[src/rtl/cmdbr_pkg.sv]
package cmdbr_pkg;

  localparam logic [7:0] OPC_WR_ONE   = 8'h01;
  localparam logic [7:0] OPC_RD_ONE   = 8'h02;
  localparam logic [7:0] OPC_WR_BURST = 8'h03;
  localparam logic [7:0] OPC_RD_BURST = 8'h04;

  localparam logic [7:0] RESP_OK   = 8'hAC;
  localparam logic [7:0] RESP_FAIL = 8'hEE;

  typedef enum logic [2:0] {
    ST_OPC,
    ST_ADDR,
    ST_LEN,
    ST_WDAT,
    ST_BUS,
    ST_RDOUT,
    ST_STAT
  } frame_state_e;

  typedef enum logic [1:0] {
    PH_IDLE,
    PH_SETUP,
    PH_ACCESS
  } bus_phase_e;

  function automatic logic opc_known(input logic [7:0] opc);
    return (opc == OPC_WR_ONE) || (opc == OPC_RD_ONE) ||
           (opc == OPC_WR_BURST) || (opc == OPC_RD_BURST);
  endfunction

  function automatic logic [7:0] status_code(input logic failed);
    return failed ? RESP_FAIL : RESP_OK;
  endfunction

endpackage

[src/rtl/cmdbr_apb_master.sv]
module cmdbr_apb_master
  import cmdbr_pkg::*;
#(
  parameter int ADDR_W = 32,
  parameter int DATA_W = 32
) (
  input  logic              clk,
  input  logic              rst_n,
  input  logic              start,
  input  logic [ADDR_W-1:0] req_addr,
  input  logic              req_write,
  input  logic [DATA_W-1:0] req_wdata,
  output logic              done,
  output logic [DATA_W-1:0] rsp_rdata,
  output logic              rsp_err,
  output logic [ADDR_W-1:0] paddr,
  output logic              psel,
  output logic              penable,
  output logic              pwrite,
  output logic [DATA_W-1:0] pwdata,
  input  logic [DATA_W-1:0] prdata,
  input  logic              pready,
  input  logic              pslverr
);

  bus_phase_e        phase_q, phase_d;
  logic [ADDR_W-1:0] addr_q;
  logic [DATA_W-1:0] wdata_q;
  logic              write_q;
  logic              req_en;

  assign req_en = (phase_q == PH_IDLE) && start;

  always_comb begin
    phase_d = phase_q;
    case (phase_q)
      PH_IDLE:   if (start) phase_d = PH_SETUP;
      PH_SETUP:  phase_d = PH_ACCESS;
      PH_ACCESS: if (pready) phase_d = PH_IDLE;
      default:   phase_d = PH_IDLE;
    endcase
  end

  always_ff @(posedge clk or negedge rst_n) begin
    if (!rst_n) begin
      phase_q <= PH_IDLE;
      addr_q  <= '0;
      wdata_q <= '0;
      write_q <= 1'b0;
    end else begin
      phase_q <= phase_d;
      if (req_en) begin
        addr_q  <= req_addr;
        wdata_q <= req_wdata;
        write_q <= req_write;
      end
    end
  end

  assign psel      = (phase_q != PH_IDLE);
  assign penable   = (phase_q == PH_ACCESS);
  assign paddr     = addr_q;
  assign pwrite    = write_q;
  assign pwdata    = wdata_q;
  assign done      = penable && pready;
  assign rsp_rdata = prdata;
  assign rsp_err   = pslverr;

  // one setup cycle, then access
  p_setup_then_access_r6: assert property (@(posedge clk) disable iff (!rst_n)
    (psel && !penable) |=> (psel && penable));

  // bus signals held through wait states
  p_hold_until_ready_r6: assert property (@(posedge clk) disable iff (!rst_n)
    (psel && penable && !pready) |=>
      (psel && penable && $stable(paddr) && $stable(pwrite) && $stable(pwdata)));

  // a new request never arrives while a transfer is running
  p_start_when_idle_r9: assert property (@(posedge clk) disable iff (!rst_n)
    start |-> !psel);

endmodule

[src/rtl/cmdbr_resp_ser.sv]
module cmdbr_resp_ser #(
  parameter int DATA_W = 32
) (
  input  logic                             clk,
  input  logic                             rst_n,
  input  logic                             load,
  input  logic [DATA_W-1:0]                load_word,
  input  logic [$clog2(DATA_W/8+1)-1:0]    load_cnt,
  output logic                             done,
  output logic [7:0]                       m_tdata,
  output logic                             m_tvalid,
  input  logic                             m_tready
);

  localparam int WBYTES = DATA_W / 8;
  localparam int CNT_W  = $clog2(WBYTES + 1);

  logic [DATA_W-1:0] word_q, word_d;
  logic [CNT_W-1:0]  cnt_q, cnt_d;
  logic              hs;

  assign hs       = m_tvalid && m_tready;
  assign m_tvalid = (cnt_q != '0);
  assign m_tdata  = word_q[DATA_W-1 -: 8];
  assign done     = hs && (cnt_q == CNT_W'(1));

  always_comb begin
    word_d = word_q;
    cnt_d  = cnt_q;
    if (load) begin
      word_d = load_word;
      cnt_d  = load_cnt;
    end else if (hs) begin
      word_d = {word_q[DATA_W-9:0], 8'h00};
      cnt_d  = cnt_q - CNT_W'(1);
    end
  end

  always_ff @(posedge clk or negedge rst_n) begin
    if (!rst_n) begin
      word_q <= '0;
      cnt_q  <= '0;
    end else begin
      word_q <= word_d;
      cnt_q  <= cnt_d;
    end
  end

  // stream hold rule under backpressure
  p_hold_data_r10: assert property (@(posedge clk) disable iff (!rst_n)
    (m_tvalid && !m_tready) |=> (m_tvalid && $stable(m_tdata)));

  // no response byte overwritten before it leaves
  p_load_when_free_r9: assert property (@(posedge clk) disable iff (!rst_n)
    load |-> (!m_tvalid || done));

endmodule

[src/rtl/cmd_bus_bridge.sv]
module cmd_bus_bridge
  import cmdbr_pkg::*;
#(
  parameter int ADDR_W = 32,
  parameter int DATA_W = 32
) (
  input  logic              clk,
  input  logic              rst_n,
  input  logic [7:0]        s_tdata,
  input  logic              s_tvalid,
  output logic              s_tready,
  output logic [7:0]        m_tdata,
  output logic              m_tvalid,
  input  logic              m_tready,
  output logic [ADDR_W-1:0] paddr,
  output logic              psel,
  output logic              penable,
  output logic              pwrite,
  output logic [DATA_W-1:0] pwdata,
  input  logic [DATA_W-1:0] prdata,
  input  logic              pready,
  input  logic              pslverr
);

  localparam int WBYTES = DATA_W / 8;
  localparam int ABYTES = ADDR_W / 8;
  localparam int BC_W   = $clog2(ABYTES + WBYTES);
  localparam int CNT_W  = $clog2(WBYTES + 1);
  localparam logic [ADDR_W-1:0] ADDR_STEP = ADDR_W'(WBYTES);

  // reset: asynchronous assert, synchronous release
  logic [1:0] rst_sync_q;
  logic       rst_ni;

  always_ff @(posedge clk or negedge rst_n) begin
    if (!rst_n) rst_sync_q <= 2'b00;
    else        rst_sync_q <= {rst_sync_q[0], 1'b1};
  end
  assign rst_ni = rst_sync_q[1];

  frame_state_e      state_q, state_d;
  logic [ADDR_W-1:0] addr_q, addr_d;
  logic [DATA_W-1:0] wdata_q, wdata_d;
  logic [7:0]        len_q, len_d;
  logic [7:0]        widx_q, widx_d;
  logic [BC_W-1:0]   bcnt_q, bcnt_d;
  logic              wr_q, wr_d;
  logic              burst_q, burst_d;
  logic              err_q, err_d;
  logic              go_q, go_d;

  logic              s_hs;
  logic              last_word;
  logic              bus_done;
  logic [DATA_W-1:0] bus_rdata;
  logic              bus_err;
  logic              ser_load;
  logic [DATA_W-1:0] ser_word;
  logic [CNT_W-1:0]  ser_cnt;
  logic              ser_done;

  assign s_tready  = (state_q == ST_OPC) || (state_q == ST_ADDR) ||
                     (state_q == ST_LEN) || (state_q == ST_WDAT);
  assign s_hs      = s_tvalid && s_tready;
  assign last_word = (widx_q == (burst_q ? len_q : 8'd0));

  always_comb begin
    state_d  = state_q;
    addr_d   = addr_q;
    wdata_d  = wdata_q;
    len_d    = len_q;
    widx_d   = widx_q;
    bcnt_d   = bcnt_q;
    wr_d     = wr_q;
    burst_d  = burst_q;
    err_d    = err_q;
    go_d     = 1'b0;
    ser_load = 1'b0;
    ser_word = '0;
    ser_cnt  = '0;
    case (state_q)
      ST_OPC: begin
        if (s_hs) begin
          if (opc_known(s_tdata)) begin
            wr_d    = (s_tdata == OPC_WR_ONE) || (s_tdata == OPC_WR_BURST);
            burst_d = (s_tdata == OPC_WR_BURST) || (s_tdata == OPC_RD_BURST);
            bcnt_d  = '0;
            widx_d  = '0;
            err_d   = 1'b0;
            state_d = ST_ADDR;
          end else begin
            ser_load = 1'b1;
            ser_word = {RESP_FAIL, {(DATA_W-8){1'b0}}};
            ser_cnt  = CNT_W'(1);
            state_d  = ST_STAT;
          end
        end
      end
      ST_ADDR: begin
        if (s_hs) begin
          addr_d = {addr_q[ADDR_W-9:0], s_tdata};
          bcnt_d = bcnt_q + BC_W'(1);
          if (bcnt_q == BC_W'(ABYTES - 1)) begin
            bcnt_d  = '0;
            state_d = ST_LEN;
          end
        end
      end
      ST_LEN: begin
        if (s_hs) begin
          len_d = s_tdata;
          if (wr_q) begin
            state_d = ST_WDAT;
          end else begin
            go_d    = 1'b1;
            state_d = ST_BUS;
          end
        end
      end
      ST_WDAT: begin
        if (s_hs) begin
          wdata_d = {wdata_q[DATA_W-9:0], s_tdata};
          bcnt_d  = bcnt_q + BC_W'(1);
          if (bcnt_q == BC_W'(WBYTES - 1)) begin
            bcnt_d  = '0;
            go_d    = 1'b1;
            state_d = ST_BUS;
          end
        end
      end
      ST_BUS: begin
        if (bus_done) begin
          err_d = err_q | bus_err;
          if (!wr_q) begin
            ser_load = 1'b1;
            ser_word = bus_rdata;
            ser_cnt  = CNT_W'(WBYTES);
            state_d  = ST_RDOUT;
          end else if (last_word) begin
            ser_load = 1'b1;
            ser_word = {status_code(err_q | bus_err), {(DATA_W-8){1'b0}}};
            ser_cnt  = CNT_W'(1);
            state_d  = ST_STAT;
          end else begin
            addr_d  = addr_q + ADDR_STEP;
            widx_d  = widx_q + 8'd1;
            state_d = ST_WDAT;
          end
        end
      end
      ST_RDOUT: begin
        if (ser_done) begin
          if (last_word) begin
            ser_load = 1'b1;
            ser_word = {status_code(err_q), {(DATA_W-8){1'b0}}};
            ser_cnt  = CNT_W'(1);
            state_d  = ST_STAT;
          end else begin
            addr_d  = addr_q + ADDR_STEP;
            widx_d  = widx_q + 8'd1;
            go_d    = 1'b1;
            state_d = ST_BUS;
          end
        end
      end
      ST_STAT: begin
        if (ser_done) state_d = ST_OPC;
      end
      default: state_d = ST_OPC;
    endcase
  end

  always_ff @(posedge clk or negedge rst_ni) begin
    if (!rst_ni) begin
      state_q <= ST_OPC;
      addr_q  <= '0;
      wdata_q <= '0;
      len_q   <= '0;
      widx_q  <= '0;
      bcnt_q  <= '0;
      wr_q    <= 1'b0;
      burst_q <= 1'b0;
      err_q   <= 1'b0;
      go_q    <= 1'b0;
    end else begin
      state_q <= state_d;
      addr_q  <= addr_d;
      wdata_q <= wdata_d;
      len_q   <= len_d;
      widx_q  <= widx_d;
      bcnt_q  <= bcnt_d;
      wr_q    <= wr_d;
      burst_q <= burst_d;
      err_q   <= err_d;
      go_q    <= go_d;
    end
  end

  cmdbr_apb_master #(
    .ADDR_W (ADDR_W),
    .DATA_W (DATA_W)
  ) u_apb (
    .clk       (clk),
    .rst_n     (rst_ni),
    .start     (go_q),
    .req_addr  (addr_q),
    .req_write (wr_q),
    .req_wdata (wdata_q),
    .done      (bus_done),
    .rsp_rdata (bus_rdata),
    .rsp_err   (bus_err),
    .paddr     (paddr),
    .psel      (psel),
    .penable   (penable),
    .pwrite    (pwrite),
    .pwdata    (pwdata),
    .prdata    (prdata),
    .pready    (pready),
    .pslverr   (pslverr)
  );

  cmdbr_resp_ser #(
    .DATA_W (DATA_W)
  ) u_ser (
    .clk       (clk),
    .rst_n     (rst_ni),
    .load      (ser_load),
    .load_word (ser_word),
    .load_cnt  (ser_cnt),
    .done      (ser_done),
    .m_tdata   (m_tdata),
    .m_tvalid  (m_tvalid),
    .m_tready  (m_tready)
  );

  // input refused while bus or response path is busy
  p_busy_blocks_input_r9: assert property (@(posedge clk) disable iff (!rst_ni)
    (psel || m_tvalid) |-> !s_tready);

  // unknown operation byte answered at once with 0xEE, no bus cycle
  p_bad_opcode_r8: assert property (@(posedge clk) disable iff (!rst_ni)
    (state_q == ST_OPC && s_hs && !opc_known(s_tdata)) |=>
      (m_tvalid && m_tdata == RESP_FAIL && !psel));

  // nothing driven on the bus or the response port after reset until a frame arrives
  p_quiet_in_opc_r1: assert property (@(posedge clk) disable iff (!rst_ni)
    (state_q == ST_OPC) |-> (!psel && !m_tvalid));

endmodule

[config.mk]
export PLATFORM = sky130hd
export DESIGN_NAME = cmd_bus_bridge
export DESIGN_NICKNAME = d
export VERILOG_FILES = /design/src/rtl/cmdbr_pkg.sv /design/src/rtl/cmdbr_apb_master.sv /design/src/rtl/cmdbr_resp_ser.sv /design/src/rtl/cmd_bus_bridge.sv
export SDC_FILE = /design/constraint.sdc
export NUM_CORES = 1
export LEC_CHECK = 0
export BUFFER_PORTS_ARGS = -buffer_cell sky130_fd_sc_hd__buf_2
export CAP_MARGIN = 10
export CORE_AREA = 8 8 153 155
export CTS_CLUSTER_DIAMETER = 50
export DETAILED_ROUTE_END_ITERATION = 16
export DIE_AREA = 0 0 161 163
export GPL_TIMING_DRIVEN = 0
export HOLD_SLACK_MARGIN = 0.06
export PLACE_DENSITY = 0.7
export REMOVE_ABC_BUFFERS = 1
export SETUP_SLACK_MARGIN = 0.3
export SLEW_MARGIN = 10
export SYNTH_ARGS = -nofsm -noshare
export SYNTH_HDL_FRONTEND = slang
export SYNTH_SLANG_ARGS = --single-unit
[constraint.sdc]
create_clock -name clk -period 8.31 [get_ports clk]
set_input_delay 0.831 -clock clk [delete_from_list [all_inputs] [get_ports clk]]
set_output_delay 0.831 -clock clk [all_outputs]
set_load 0.01 [all_outputs]
After elaboration in Yosys (flattened, before gate mapping)

Index checks and enable logic that the tools add are counted.

Register bits after elaboration: 194
Word-level logic and storage cells: 159
Output and inout bits: 77
Input port bits: 46

Bitwise operators: 1
Multiplexer cells: 76
Reduce and logical (&&, ||, !) cells: 32
$add $sub $neg: 4
Eq/ne operators: 29

Operators by type and width:

| operator                | count |
|---|---|
| $mux W32                | 14 |
| $pmux W32 S3            | 2 |
| $mux W3                 | 22 |
| $mux W8                 | 7 |
| $add A32 B3 Y32 const B | 1 |
| $pmux W8 S3             | 1 |
| $pmux W3 S7             | 1 |
| $ne A2 B2 Y1 const B    | 10 |
| $mux W1                 | 18 |
| $eq A8 B2 Y1 const B    | 2 |
| $mux W7                 | 2 |
| $eq A3 B2 Y1 const B    | 3 |
| $eq A3 B3 Y1 const B    | 3 |
| $pmux W3 S3             | 1 |
| $reduce_and A9 Y1       | 1 |
| $reduce_bool A3 Y1      | 3 |
| $add A8 B1 Y8 const B   | 1 |
| $eq A8 B1 Y1 const B    | 1 |
| $eq A8 B3 Y1 const B    | 1 |
| $eq A8 B8 Y1            | 1 |
| $logic_or A1 B1 Y1      | 8 |
| $ne A2 B1 Y1 const B    | 4 |
| $reduce_and A4 Y1       | 2 |
| $reduce_bool A2 Y1      | 4 |
| 19 further kinds        | 29 |

Logic depth before layout (Yosys ltp)

Word-level depth: 8
Mapped depth: 10
Depth with buffers taken out: 8

Modules after synthesis

A second synthesis with hierarchy kept.

Cells, all modules: 907
Area total of the unflattened synthesis: 9875.7 µm²

Modules (own cells, without submodules):

| module           | area an instance (µm²) | cells each | times used | seq. area each (µm²) |
|---|---|---|---|---|
| cmd_bus_bridge   | 5252.5                 | 559        | 1          | 2302.2 |
| cmdbr_apb_master | 2766.4                 | 178        | 1          | 1676.6 |
| cmdbr_resp_ser   | 1856.8                 | 170        | 1          | 875.8 |

Worst setup path before layout

Ideal clock, no wire load.

Kind: in2reg
From: input port s_tdata[5]
To: register u_ser.cnt_q[2]
Path buffers: 3
Data required time: 8.189 ns
Library setup time: 0.121 ns
Data arrival time: 2.803 ns
Cell stages on the path: 9
Slack: 5.386 ns
Cells stage by stage: or4_4 > or4_1 > buf_2 > nand2_4 > and2_1 > a21bo_1 > buf_6 > buf_8 > o22a_1

Longest elaborated chain between the ends: 8
Elaborated cells between the ends (all ways): 12
Those cells by class: 4 x eq/ne; 4 x mux; 4 x reduce/logical

RTL lines:

| item                                                 | RTL line             | text |
|---|---|---|
| from (decl)                                          | cmd_bus_bridge.sv:9  | `input logic [7:0] s_tdata,` |
| $eq A8 B1 Y1 / $eq A8 B2 Y1 (equally long branches)  | cmdbr_pkg.sv:28      | `return (opc == OPC_WR_ONE) \|\| (opc == OPC_RD_ONE) \|\|` |
| $logic_or A1 B1 Y1 (2 in series)                     | cmdbr_pkg.sv:28      |  |
| $logic_or A1 B1 Y1 *                                 | cmdbr_pkg.sv:29      | `(opc == OPC_WR_BURST) \|\| (opc == OPC_RD_BURST);` |
| $mux W1 *                                            | cmd_bus_bridge.sv:84 | `if (opc_known(s_tdata)) begin` |
| $mux W1 *                                            | cmd_bus_bridge.sv:83 | `if (s_hs) begin` |
| $pmux W1 S3 *                                        | cmd_bus_bridge.sv:81 | `case (state_q)` |
| $mux W3 / $reduce_bool A2 Y1 (equally long branches) | n/a                  |  |
| to (signal assigned)                                 | cmdbr_resp_ser.sv:45 | `cnt_q <= cnt_d;` |
| to (decl)                                            | cmdbr_resp_ser.sv:19 | `logic [CNT_W-1:0] cnt_q, cnt_d;` |

Every way passes the cells marked *; elsewhere a longest branch is shown, timed or not.
A chain may end at the register's enable or synchronous reset.

Worst setup path after layout

From: register state_q[1]
To: register u_ser.word_q[27]

Longest elaborated chain between the ends: 8
Elaborated cells between the ends (all ways): 16
Those cells by class: 5 x eq/ne; 5 x mux; 6 x reduce/logical

RTL lines:

| item                                                    | RTL line                                   | text |
|---|---|---|
| from (decl)                                             | cmd_bus_bridge.sv:41                       | `frame_state_e state_q, state_d;` |
| from (signal assigned)                                  | cmd_bus_bridge.sv:186                      | `state_q <= state_d;` |
| $eq A3 B1 Y1 / $logic_not A3 Y1 (equally long branches) | cmd_bus_bridge.sv:62, cmd_bus_bridge.sv:81 |  |
| $logic_or A1 B1 Y1 (2 in series)                        | cmd_bus_bridge.sv:62                       | `assign s_tready = (state_q == ST_OPC) \|\| (state_q == ST_ADDR) \|\|` |
| $logic_or A1 B1 Y1                                      | cmd_bus_bridge.sv:63                       | `(state_q == ST_LEN) \|\| (state_q == ST_WDAT);` |
| $logic_and A1 B1 Y1                                     | cmd_bus_bridge.sv:64                       | `assign s_hs = s_tvalid && s_tready;` |
| $mux W32 / $mux W1 (equally long branches)              | cmd_bus_bridge.sv:83                       |  |
| $pmux W32 S3 / $pmux W1 S3 (equally long branches)      | cmd_bus_bridge.sv:81                       |  |
| $mux W32 / $reduce_bool A2 Y1 (equally long branches)   | n/a                                        |  |
| to (signal assigned)                                    | cmdbr_resp_ser.sv:44                       | `word_q <= word_d;` |
| to (decl)                                               | cmdbr_resp_ser.sv:18                       | `logic [DATA_W-1:0] word_q, word_d;` |

Several ways; a longest one is shown, not always the timed one.

==> flow_metrics.env <==
export IMPL_clk_path_buf_depth=2
export IMPL_hpwl_microns=15500
export IMPL_ys_types=65
export IMPL_grt_pass1_wl_microns=37300
export IMPL_synthMuxAreaShare=0.137
export IMPL_routedWlPerCell_microns=18.5
export IMPL_relSlewSlack=0.254
export IMPL_tightest_slew_ps=1120
export IMPL_drt_iter0_drc=449
export IMPL_place_gp_congestion=0.859
export IMPL_rows=53
export IMPL_combPwrFrac=0.349
export IMPL_maxCapViolCount=0
export IMPL_port_buffers=122
export IMPL_p_per_area_mw_per_mm2=361
export IMPL_clock_sinks=194
export IMPL_finalHoldViolations=0
export IMPL_cts_inserted_buffers=17
export IMPL_via_count=7115
export IMPL_synthArstFlopShare=1.00
export IMPL_ios=123
export IMPL_finish_utilization=0.523
export IMPL_irDropWorstVdd_v=0.000196
export IMPL_finalSetupTns_ps=0
export IMPL_holdBufCountCts=0
export IMPL_pwr_share_seq=0.428
export IMPL_worst_path_buf_inv=1
export IMPL_overflow=0
export IMPL_final_antenna_net_count=0
export IMPL_drcViolationCount=0
export IMPL_finalPower_mw=3.93
export IMPL_hp_class="in2async"
export IMPL_area_delta_synth_final_pct=17.3
export IMPL_synth_adder_area_share=0.00809
export IMPL_synth_compound_area_frac=0.172
export IMPL_static_leakage_power_nw=4.88
export IMPL_setup_ws_ps=5090
export IMPL_finalSetupViolCount=0
export IMPL_slew_viol_final=0
export IMPL_htree_num_levels=4
export IMPL_crit_slowest_cell="nand2b_1"
export IMPL_dieHeight_microns=163
export IMPL_ys_seq_area_frac=0.523
export IMPL_root_buffer="clkbuf_16"
export IMPL_stdcell_area_sq_mm=0.0109
export IMPL_core_sq_mm=0.0208
export IMPL_arrival_ps=3500
export IMPL_synth_top_family_by_area="compound AO/OA/AOI/OAI gates"
export IMPL_finalNonFillerCells=1223
export IMPL_fmax_ghz=0.310
export IMPL_insertedDiodeCount=0
export IMPL_place_area_sq_mm=0.0102
export IMPL_die_x_microns=161
export IMPL_critical_path_top_delay_family="compound AO/OA/AOI/OAI gates"
export IMPL_antenna_found_initial=0
export IMPL_p_int_mw=2.46
export IMPL_crit_fanout=26
export IMPL_synth_simple_area_share=0.116
export IMPL_pre_cts_slack_ps=4760
export IMPL_hold_ws_ps=171
export IMPL_nets=987
export IMPL_synth_area_sq_mm=0.00929
export IMPL_ys_ff_latch=194
export IMPL_cp_end_kind="flop"
export IMPL_clock_latency_ps=440
export IMPL_crit_required_ps=8590
export IMPL_start_util=0.446
export IMPL_drive_gt1_frac=0.311
export IMPL_syn_area_per_cell_sq_um=10.9
export IMPL_synthFlopType="dfrtp_1"
export IMPL_drt_pass1_iterations=5
export IMPL_cts_resized=0
export IMPL_grt_total_usage=0.174
export IMPL_syn_instance_count=850
export IMPL_grt_max_degree=62
export IMPL_wirelength_microns=22700
export IMPL_power_share_switching=0.374
export IMPL_rsz0062_at_grt="false"
export IMPL_place_inst=1191
export IMPL_vias_per_cell=5.82
export IMPL_period_minus_slack_ps=3220
export IMPL_critPathKind="reg2reg"
export IMPL_synth_edf_count=0
export IMPL_clk_pin_slew_ps=80
export IMPL_yosysWarnings=0
export IMPL_path_cells="nand2b_1, a21oi_2, buf_8, a21boi_0, a21oi_1"
export IMPL_dieArea_sq_mm=0.0262
export IMPL_cts_tree="built"
export IMPL_clockPowerShare=0.223
export IMPL_grt_pass1_vias=7115
export IMPL_clock_skew_ps=12.4
export IMPL_p_sw_mw=1.47
export IMPL_cts_setup_buffers=0
export IMPL_status="complete, no violations"
export IMPL_crit_path_start_kind="flop"
export IMPL_period_share=0.388
export IMPL_fillers=1864
export IMPL_critPathMaxStageDelay_ps=900
export IMPL_synth_xor_area_share=0.00472
-- flip-flops by register name (all words and copies together) (netlist names) --
| signal | flops |
|---|---|
| addr_q | 32 |
| bcnt_q | 3 |
| burst_q | 1 |
| err_q | 1 |
| go_q | 1 |
| len_q | 8 |
| rst_sync_q | 2 |
| state_q | 3 |
| u_apb.paddr | 32 |
| u_apb.phase_q | 2 |
| u_apb.pwdata | 32 |
| u_apb.pwrite | 1 |
| u_ser.cnt_q | 3 |
| u_ser.word_q | 32 |
| wdata_q | 32 |
| widx_q | 8 |
| wr_q | 1 |
-- cell families after synthesis --
kind of cell / count (synthesis)
AND/OR/NAND/NOR: 208
XOR/XNOR: 5
flip-flops: 194
adder cells (fa/ha/maj): 6
buffers and inverters: 81
AO/OA/AOI/OAI: 241
multiplexers: 114
other: 1
-- cells in the final DEF, fill, tap and decap left out, types with 5 or more instances in the layout --
cell type	synthesis	routed
nand4b_1	5	5
o211ai_1	9	9
or3_1	10	10
clkbuf_16	0	17
nand2_1	41	41
o22a_2	5	5
o21a_1	7	7
dfrtp_1	194	193
ha_1	6	6
clkinv_8	0	6
mux2_2	107	107
nand2b_1	6	6
inv_1	12	12
nand3_1	34	33
buf_2	5	122
o22a_1	14	14
nor2_1	35	33
nor3_1	22	21
and2_1	23	23
nand4_1	5	5
a22o_1	10	10
a2bb2oi_1	16	16
a21oi_1	60	59
o21ai_0	54	53
and3_1	8	8
o31ai_1	5	5
mux2i_1	7	7
o22ai_1	23	21
-- synthesized netlist by cell type (6+ instances only) --
library cell / number / area share
nor3_1: 22 / 0.012
nand2_1: 41 / 0.017
o22a_1: 14 / 0.013
dfrtp_1: 194 / 0.52
ha_1: 6 / 0.0081
and3_1: 8 / 0.0054
and2_1: 23 / 0.015
nand2b_1: 6 / 0.0040
buf_4: 8 / 0.0065
a21oi_1: 60 / 0.032
or3_1: 10 / 0.0067
a2bb2oi_1: 16 / 0.015
inv_1: 12 / 0.0049
o22ai_1: 23 / 0.015
o21a_1: 7 / 0.0057
nor2_1: 35 / 0.014
mux2_2: 107 / 0.13
mux2i_1: 7 / 0.0075
a22o_1: 10 / 0.0094
nand3_1: 34 / 0.018
clkbuf_1: 48 / 0.019
o211ai_1: 9 / 0.0073
o21ai_0: 54 / 0.029
buf_1: 6 / 0.0024
-- path summary, 6_finish.rpt --
kind	startpoint	end	slack [ps]	depth (start not counted)
max	state_q[1]	u_ser.word_q[27]	5090	5
min	rst_n	rst_sync_q[1]	170	1
max reg2reg	state_q[1]	u_ser.word_q[27]	5090	5
min reg2reg	rst_sync_q[1]	u_ser.word_q[13]	310	0
max in group asynchronous	rst_sync_q[1]	addr_q[21]	7080	2
min in group clk	rst_sync_q[0]	rst_sync_q[1]	350	0
-- metal layers --
layer | vias to the layer above | track usage | wire, microns
met1 | 3534 | 0.227 | 10200
met4 | 0 | 0.0547 | 370
met2 | 226 | 0.274 | 10700
met3 | 30 | 0.0498 | 1410
met5 | - | 0 | 0
li1 | 3325 | - | -
-- area by class of cell --
class / count / area (sq um) / area share
sequential: 194 / 4860 / 0.446
multi-input combinational: 575 / 4140 / 0.380
timing repair buffer: 135 / 860 / 0.0789
clock buffer: 17 / 425 / 0.0391
tap: 275 / 344 / 0.0316
clock inverter: 15 / 221 / 0.0203
inverter: 12 / 45.0 / 0.00414
-- power by group through the flow --
stage                     combinational (mW)  sequential [mW]  clock [mW]
after CTS                               1.39             1.68       0.897
final                                   1.37             1.68       0.875
after global routing                    1.51             1.75       0.929
after floorplan                        0.855             1.67           0
after detailed placement                1.38             1.70           0
after global placement                  1.28             1.69           0
Note: power is estimated with default switching activity, not from simulation.
